===== src/rtl/winptr_pkg.sv =====
package winptr_pkg;
    typedef enum logic [2:0] {
        OP_NONE  = 3'd0,
        OP_CALL  = 3'd1,
        OP_CALLI = 3'd2,
        OP_RET   = 3'd3,
        OP_RETI  = 3'd4,
        OP_STWR  = 3'd5,
        OP_STRD  = 3'd6,
        OP_JMPR  = 3'd7
    } wp_op_e;

    typedef struct packed {
        logic call;
        logic ret;
        logic wr;
        logic rd;
        logic jmp;
        logic illegal;
    } wp_dec_t;
endpackage


===== src/rtl/winptr_decode.sv =====
module winptr_decode
    import winptr_pkg::*;
(
    input  logic [2:0] op,
    input  logic       priv,
    output wp_dec_t    dec
);
    wp_op_e op_e;
    logic   needs_priv;

    assign op_e = wp_op_e'(op);

    always_comb begin
        needs_priv = (op_e == OP_CALLI) || (op_e == OP_RETI) || (op_e == OP_STWR);
        dec = '0;
        if (needs_priv && !priv) begin
            dec.illegal = 1'b1;
        end else begin
            case (op_e)
                OP_CALL, OP_CALLI: dec.call = 1'b1;
                OP_RET,  OP_RETI:  dec.ret  = 1'b1;
                OP_STWR:           dec.wr   = 1'b1;
                OP_STRD:           dec.rd   = 1'b1;
                OP_JMPR:           dec.jmp  = 1'b1;
                default:           dec      = '0;
            endcase
        end
    end
endmodule


===== src/rtl/winptr_step.sv =====
module winptr_step #(
    parameter int NWIN  = 8,
    parameter int PTR_W = $clog2(NWIN)
) (
    input  logic [PTR_W-1:0] cur,
    input  logic [PTR_W-1:0] saved,
    input  logic             call,
    input  logic             ret,
    output logic [PTR_W-1:0] nxt,
    output logic             ovf
);
    logic [PTR_W-1:0] dn;
    logic [PTR_W-1:0] up;

    generate
        if ((1 << PTR_W) == NWIN) begin : g_pow2
            assign dn = cur - PTR_W'(1);
            assign up = cur + PTR_W'(1);
        end else begin : g_wrap
            assign dn = (cur == '0) ? PTR_W'(NWIN - 1) : cur - PTR_W'(1);
            assign up = (cur == PTR_W'(NWIN - 1)) ? '0 : cur + PTR_W'(1);
        end
    endgenerate

    always_comb begin
        ovf = call && (dn == saved);
        if (call) nxt = ovf ? cur : dn;
        else if (ret) nxt = up;
        else nxt = cur;
    end
endmodule


===== src/rtl/winptr_ctl.sv =====
module winptr_ctl
    import winptr_pkg::*;
#(
    parameter int NWIN      = 8,
    parameter int DATA_W    = 32,
    parameter int ST_W      = 13,
    parameter int RST_CWP   = 0,
    parameter int RST_SWP   = 1,
    parameter logic [31:0] OVF_VEC   = 32'h8000_0020,
    parameter logic [31:0] ALIGN_VEC = 32'h8000_0000,
    localparam int PTR_W    = $clog2(NWIN)
) (
    input  logic              clk,
    input  logic              rst_n,
    input  logic [2:0]        op_code,
    input  logic [DATA_W-1:0] wr_data,
    input  logic [DATA_W-1:0] jmp_target,
    output logic [PTR_W-1:0]  cwp,
    output logic [ST_W-1:0]   status,
    output logic              rd_valid,
    output logic [DATA_W-1:0] rd_data,
    output logic              ovf_trap,
    output logic              align_trap,
    output logic [DATA_W-1:0] trap_vec,
    output logic              illegal
);
    localparam int CWP_LSB  = 0;
    localparam int SWP_LSB  = PTR_W;
    localparam int PRIV_BIT = 2 * PTR_W;
    localparam logic [ST_W-1:0] RST_WORD =
        ST_W'((RST_CWP << CWP_LSB) | (RST_SWP << SWP_LSB) | (1 << PRIV_BIT));

    typedef struct packed {
        logic [ST_W-1:0]   st;
        logic              pend;
        logic [ST_W-1:0]   pdat;
        logic              rdv;
        logic [DATA_W-1:0] rdd;
        logic              ovf;
        logic              aln;
        logic [DATA_W-1:0] vec;
        logic              ill;
    } state_t;

    state_t           s_d, s_q;
    wp_dec_t          dec;
    logic [PTR_W-1:0] ptr_nxt;
    logic             ptr_ovf;
    logic [ST_W-1:0]  st_upd;
    logic             pend_q;

    winptr_decode u_dec (
        .op   (op_code),
        .priv (s_q.st[PRIV_BIT]),
        .dec  (dec)
    );

    winptr_step #(.NWIN(NWIN), .PTR_W(PTR_W)) u_step (
        .cur   (s_q.st[CWP_LSB +: PTR_W]),
        .saved (s_q.st[SWP_LSB +: PTR_W]),
        .call  (dec.call),
        .ret   (dec.ret),
        .nxt   (ptr_nxt),
        .ovf   (ptr_ovf)
    );

    always_comb begin
        s_d     = s_q;
        s_d.rdv = 1'b0;
        s_d.ovf = 1'b0;
        s_d.aln = 1'b0;
        s_d.vec = '0;
        s_d.ill = dec.illegal;

        st_upd = s_q.st;
        st_upd[CWP_LSB +: PTR_W] = ptr_nxt;

        if (dec.rd) begin
            s_d.rdv = 1'b1;
            s_d.rdd = {{(DATA_W-ST_W){1'b1}}, s_q.st};
        end
        if (dec.jmp && jmp_target[0]) begin
            s_d.aln = 1'b1;
            s_d.vec = DATA_W'(ALIGN_VEC);
        end
        if (ptr_ovf) begin
            s_d.ovf = 1'b1;
            s_d.vec = DATA_W'(OVF_VEC);
        end

        s_d.pend = dec.wr;
        if (dec.wr) s_d.pdat = wr_data[ST_W-1:0];

        s_d.st = s_q.pend ? s_q.pdat : st_upd;
    end

    always_ff @(posedge clk or negedge rst_n) begin
        if (!rst_n) begin
            s_q    <= '0;
            s_q.st <= RST_WORD;
        end else begin
            s_q <= s_d;
        end
    end

    assign pend_q     = s_q.pend;
    assign status     = s_q.st;
    assign cwp        = s_q.st[CWP_LSB +: PTR_W];
    assign rd_valid   = s_q.rdv;
    assign rd_data    = s_q.rdd;
    assign ovf_trap   = s_q.ovf;
    assign align_trap = s_q.aln;
    assign trap_vec   = s_q.vec;
    assign illegal    = s_q.ill;
endmodule


===== config.mk =====
export PLATFORM = sky130hd
export DESIGN_NAME = winptr_ctl
export DESIGN_NICKNAME = d
export VERILOG_FILES = /design/src/rtl/winptr_pkg.sv /design/src/rtl/winptr_decode.sv /design/src/rtl/winptr_step.sv /design/src/rtl/winptr_ctl.sv
export SDC_FILE = /design/constraint.sdc
export NUM_CORES = 1
export LEC_CHECK = 0
export ABC_AREA = 0
export ABC_CLOCK_PERIOD_IN_PS = 3100
export BUFFER_PORTS_ARGS = -buffer_cell sky130_fd_sc_hd__buf_2
export CAP_MARGIN = 30
export CORE_UTILIZATION = 47
export CTS_CLUSTER_SIZE = 25
export DETAILED_ROUTE_END_ITERATION = 12
export PLACE_DENSITY = 0.86
export SLEW_MARGIN = 20
export SYNTH_ARGS = -nofsm -noshare
export SYNTH_HDL_FRONTEND = slang
export SYNTH_SLANG_ARGS = --single-unit
export TNS_END_PERCENT = 5

===== constraint.sdc =====
create_clock -name clk -period 3.1 [get_ports clk]
set_clock_uncertainty 0.2 [all_clocks]
set_input_delay 0.155 -clock clk [delete_from_list [all_inputs] [get_ports clk]]
set_output_delay 0.155 -clock clk [all_outputs]
set_load 0.02 [all_outputs]

==> results.rst <==
.. list-table::
   :header-rows: 1

   * - Metric
     - Value
   * - Outcome
     - finished clean
   * - Endpoint of the lowest-slack register-to-register path
     - status[2]
   * - Post-synth top flop
     - sky130_fd_sc_hd__dfrtp_1
   * - Post-Synthesis Cells
     - about 230
   * - Pre-CTS WS
     - ~960 ps
   * - Hold wc startpoint
     - op_code[1]
   * - Crit path max fanout
     - 5
   * - Fraction of layout instances using a drive strength above 1
     - between 30% and 40%
   * - Area of the placeable core
     - between 5000 and 6000 sq um
   * - CP max stage delay
     - roughly 460 ps
   * - Static leakage
     - 1.51 nW
   * - Worst-case register-to-register setup slack
     - between 900 and 1000 ps
   * - Total global-route track usage
     - between 10% and 20%
   * - TritonCTS clock tree
     - yes
   * - Total of max-cap violations
     - 0
   * - Synth unique cells
     - 37
   * - Combinational group share of total power
     - a little under a quarter
   * - Clock transition at the registers of the reported paths
     - 80 ps
   * - Main combinational cell family by area after synthesis
     - buffers and inverters
   * - Clock root buffer master
     - sky130_fd_sc_hd__clkbuf_8
   * - Peak VDD IR
     - 0.454 mV
   * - Total number of vias
     - ~1500
   * - Initial DRC count
     - 22
   * - CP Launch Point
     - status[0]
   * - Capture point of the critical path
     - status[2]
   * - Internal power component
     - approximately 1.1 mW
   * - Net count, final
     - 340
   * - Ordered list of cells on the worst path
     - inv_1, ha_1, xor3_1, nor3_2, o21ai_2, nand3_1, o211ai_2
   * - Largest area contributor in the netlist
     - sky130_fd_sc_hd__dfrtp_1
   * - Number of nets with antenna violations after routing
     - 0
   * - Category of the worst setup path capture point
     - register
   * - Number of warning messages in the yosys log
     - 0
   * - Number of CTS-inserted buffers
     - 5
   * - Proportion of register bits with asynchronous set or reset after synthesis
     - 100%
   * - Routed Wire Length
     - 4.09 mm
   * - Data arrival at the endpoint of the critical path
     - roughly 2100 ps
   * - Layout-stage area growth over the synthesis result
     - 8.30%
   * - Cts repair resizes
     - 0
   * - Congestion Overflow GR
     - 0
   * - Peak clock frequency supported by timing
     - between 400 and 500 MHz
   * - Final min period
     - about 2200 ps
   * - Detailed placement HPWL
     - roughly 2.7 mm
   * - Final number of hold-violating endpoints
     - 0
   * - Number of diodes added for antenna fixing
     - 0
   * - Worst hold margin
     - approximately 27 ps
   * - Initial DRT Pass Iterations
     - 4
   * - Starting utilization of the core area
     - about 49%
   * - Max Slew Vio Count
     - 0
   * - TritonCTS sink count
     - between 40 and 50
   * - Min-Delay Path Class
     - in -> reg
   * - DRC violations left
     - 0
   * - Synth top area cells
     - sky130_fd_sc_hd__dfrtp_1 (43%), sky130_fd_sc_hd__buf_4 (24%), sky130_fd_sc_hd__mux2_2 (7.1%), sky130_fd_sc_hd__mux2_1 (4.0%), sky130_fd_sc_hd__nand2_1 (3.6%)
   * - Mean instance size in the synthesized netlist
     - roughly 11 sq um
   * - Sequential power share
     - 42.0%
   * - R2R depth
     - 7
   * - Final setup fails
     - 0
   * - Filler-free cell count of the finished design
     - 340
   * - Commonest cells in the synthesized netlist
     - sky130_fd_sc_hd__buf_4 (82), sky130_fd_sc_hd__dfrtp_1 (44), sky130_fd_sc_hd__nand2_1 (24)
   * - Final worst-path cycle share
     - a little over two thirds
   * - Total power after layout
     - approximately 1.6 mW
   * - Share of synthesized area occupied by flip-flops and latches
     - between 40% and 50%
   * - Power per cell area
     - slightly below 600 nW/um^2
   * - Register cell area after layout
     - between 1000 and 1500 sq um
   * - Post-Synthesis Cell Area
     - about 2500 sq um
   * - Number of global-route vias before repair
     - roughly 1300
   * - Clock Path Buffers
     - 2
   * - Critical Path Start Type
     - register
   * - Vertical die dimension
     - 75.4 microns
   * - Unrepaired setup endpoints after global routing
     - false
   * - Num ports
     - 153
   * - Number of H-tree levels
     - 2
   * - Global-route wire length before repair
     - 6.22 mm
   * - Worst r2r src
     - status[0]
   * - Area share of and/or/nand/nor cells after synthesis
     - under 10%
   * - Post-synth EDFFs
     - 0
   * - Number of antenna violations at the first check in global routing
     - 0
   * - Slew at the pin closest to its max-slew limit
     - about 740 ps
   * - XOR/XNOR Fraction of Synth Area
     - 1.98%
   * - Dpl cells
     - around 320
   * - Standard cell with the maximum stage delay on the critical path
     - sky130_fd_sc_hd__dfrtp_1
   * - Fin Setup TNS
     - 0 ps
   * - Pin count of the biggest net entering global routing
     - 47
   * - Area taken by multi-input logic gates
     - approximately 820 sq um
   * - Worst setup path category
     - reg -> reg
   * - Wirelength per Cell
     - 12.0 microns
   * - Net Sw Frac
     - between 20 and 30%
   * - Data required time of the worst path
     - around 3000 ps
   * - Number of fill cells in the layout
     - roughly 450
   * - Mean number of vias per cell
     - ~4.5
   * - Post-route worst setup slack
     - between 900 and 1000 ps
   * - Clock latency reported for the late side of the worst-skew pair
     - approximately 300 ps
   * - Clock network fraction of design power
     - 34.5%
   * - Share of the synthesized area in the top cell type
     - roughly 43%
   * - Gp weighted congestion
     - approximately 0.81
   * - Dominant cell by count in the synthesized netlist
     - sky130_fd_sc_hd__buf_4
   * - FF+latch count, synth
     - 46
   * - Max_slew headroom
     - 50.6%
   * - Die Outline Area
     - approximately 5700 sq um
   * - Sw Pwr
     - between 0.4 and 0.5 mW
   * - Row cnt
     - 26
   * - Post-Synth Adder-Cell Area
     - less than 1%
   * - Width of the die
     - 75.4 microns
   * - Mux contribution to synthesized area
     - between 10% and 20%
   * - Buffers added on ports
     - between 70 and 80
   * - Fraction of the mapped netlist area in compound gates
     - approximately 4.5%
stage by stage:
step / cell area, sq um / utilization, %
after global routing: 2740 / 53.4
after floorplan: 2640 / -
final: 2740 / 53.4
after CTS: 2740 / 53.3
after global placement: 2450 / 47.6
after detailed placement: 2450 / 47.6
worst min-delay path by stage:
stage | slack, ps | cells past startpoint | to
after CTS | 10 | 2 | align_trap
after detailed placement | 170 | 1 | s_q[79]
final | 30 | 2 | align_trap
after global placement | 160 | 1 | s_q[77]
after global routing | 40 | 2 | align_trap
after floorplan | -340 | 0 | align_trap
logic make-up after synthesis:
kind of cell    after synthesis
mux                          27
compound gates               17
xor+xnor                      4
other cells                   1
fa+ha+maj                     2
buf+inv                      92
flops                        46
simple gates                 43
worst max-delay path: cells and delay by family, from the launching register on:
family	cells	cell delay, ps
flip-flops	1	460
XOR/XNOR	1	420
AND/OR/NAND/NOR	2	360
AO/OA/AOI/OAI	2	230
adder cells (fa/ha/maj)	1	210
buffers and inverters	1	160
final cells by class:
class | instances | area share (%)
flip-flops and latches | 46 | 42.0
multi-input cells | 123 | 30.1
repair buffers | 87 | 18.7
well taps | 70 | 3.19
clock buffers | 6 | 3.01
clock inverters | 2 | 2.19
inverters | 6 | 0.821
what timing repair did:
action	4_1_cts	5_1_grt
hold endpoints to repair	58	0
hold buffers	15	0
buffers inserted	0	0
flip-flops by register name, indices dropped and copies added (netlist names):
signal	cells
pend_q	1
rd_valid	1
trap_vec	2
align_trap	1
rd_data	14
status	13
s_q	13
illegal	1
cells in the final DEF, fill, tap and decap left out, drive strengths merged, types with 3 or more instances in the layout:
cell type	n
dlygate4sd3	15
nand2	24
mux2	25
xnor2	3
dfrtp	44
inv	6
nor2	3
nor2b	3
buf	72
clkbuf	6
conb	30
o21ai	9
nand2b	4
per-layer routing:
| metal | global-route usage (%) | share of wire [%] | vias to the layer above |
|---|---|---|---|
| li1 | - | - | 714 |
| met1 | 18.6 | 45 | 726 |
| met2 | 25.7 | 49 | 69 |
| met3 | 3.44 | 5.0 | 6 |
| met4 | 4.94 | 1.5 | 0 |
| met5 | 0 | 0 | - |
power groups by stage:
stage / combinational, mW / clock [mW] / sequential (mW)
after CTS: 0.372 / 0.547 / 0.664
after global routing: 0.409 / 0.573 / 0.668
after floorplan: 0.351 / 0 / 0.670
final: 0.372 / 0.545 / 0.664
after global placement: 0.346 / 0 / 0.674
after detailed placement: 0.358 / 0 / 0.676
Note: power is estimated with default switching activity, not from simulation.
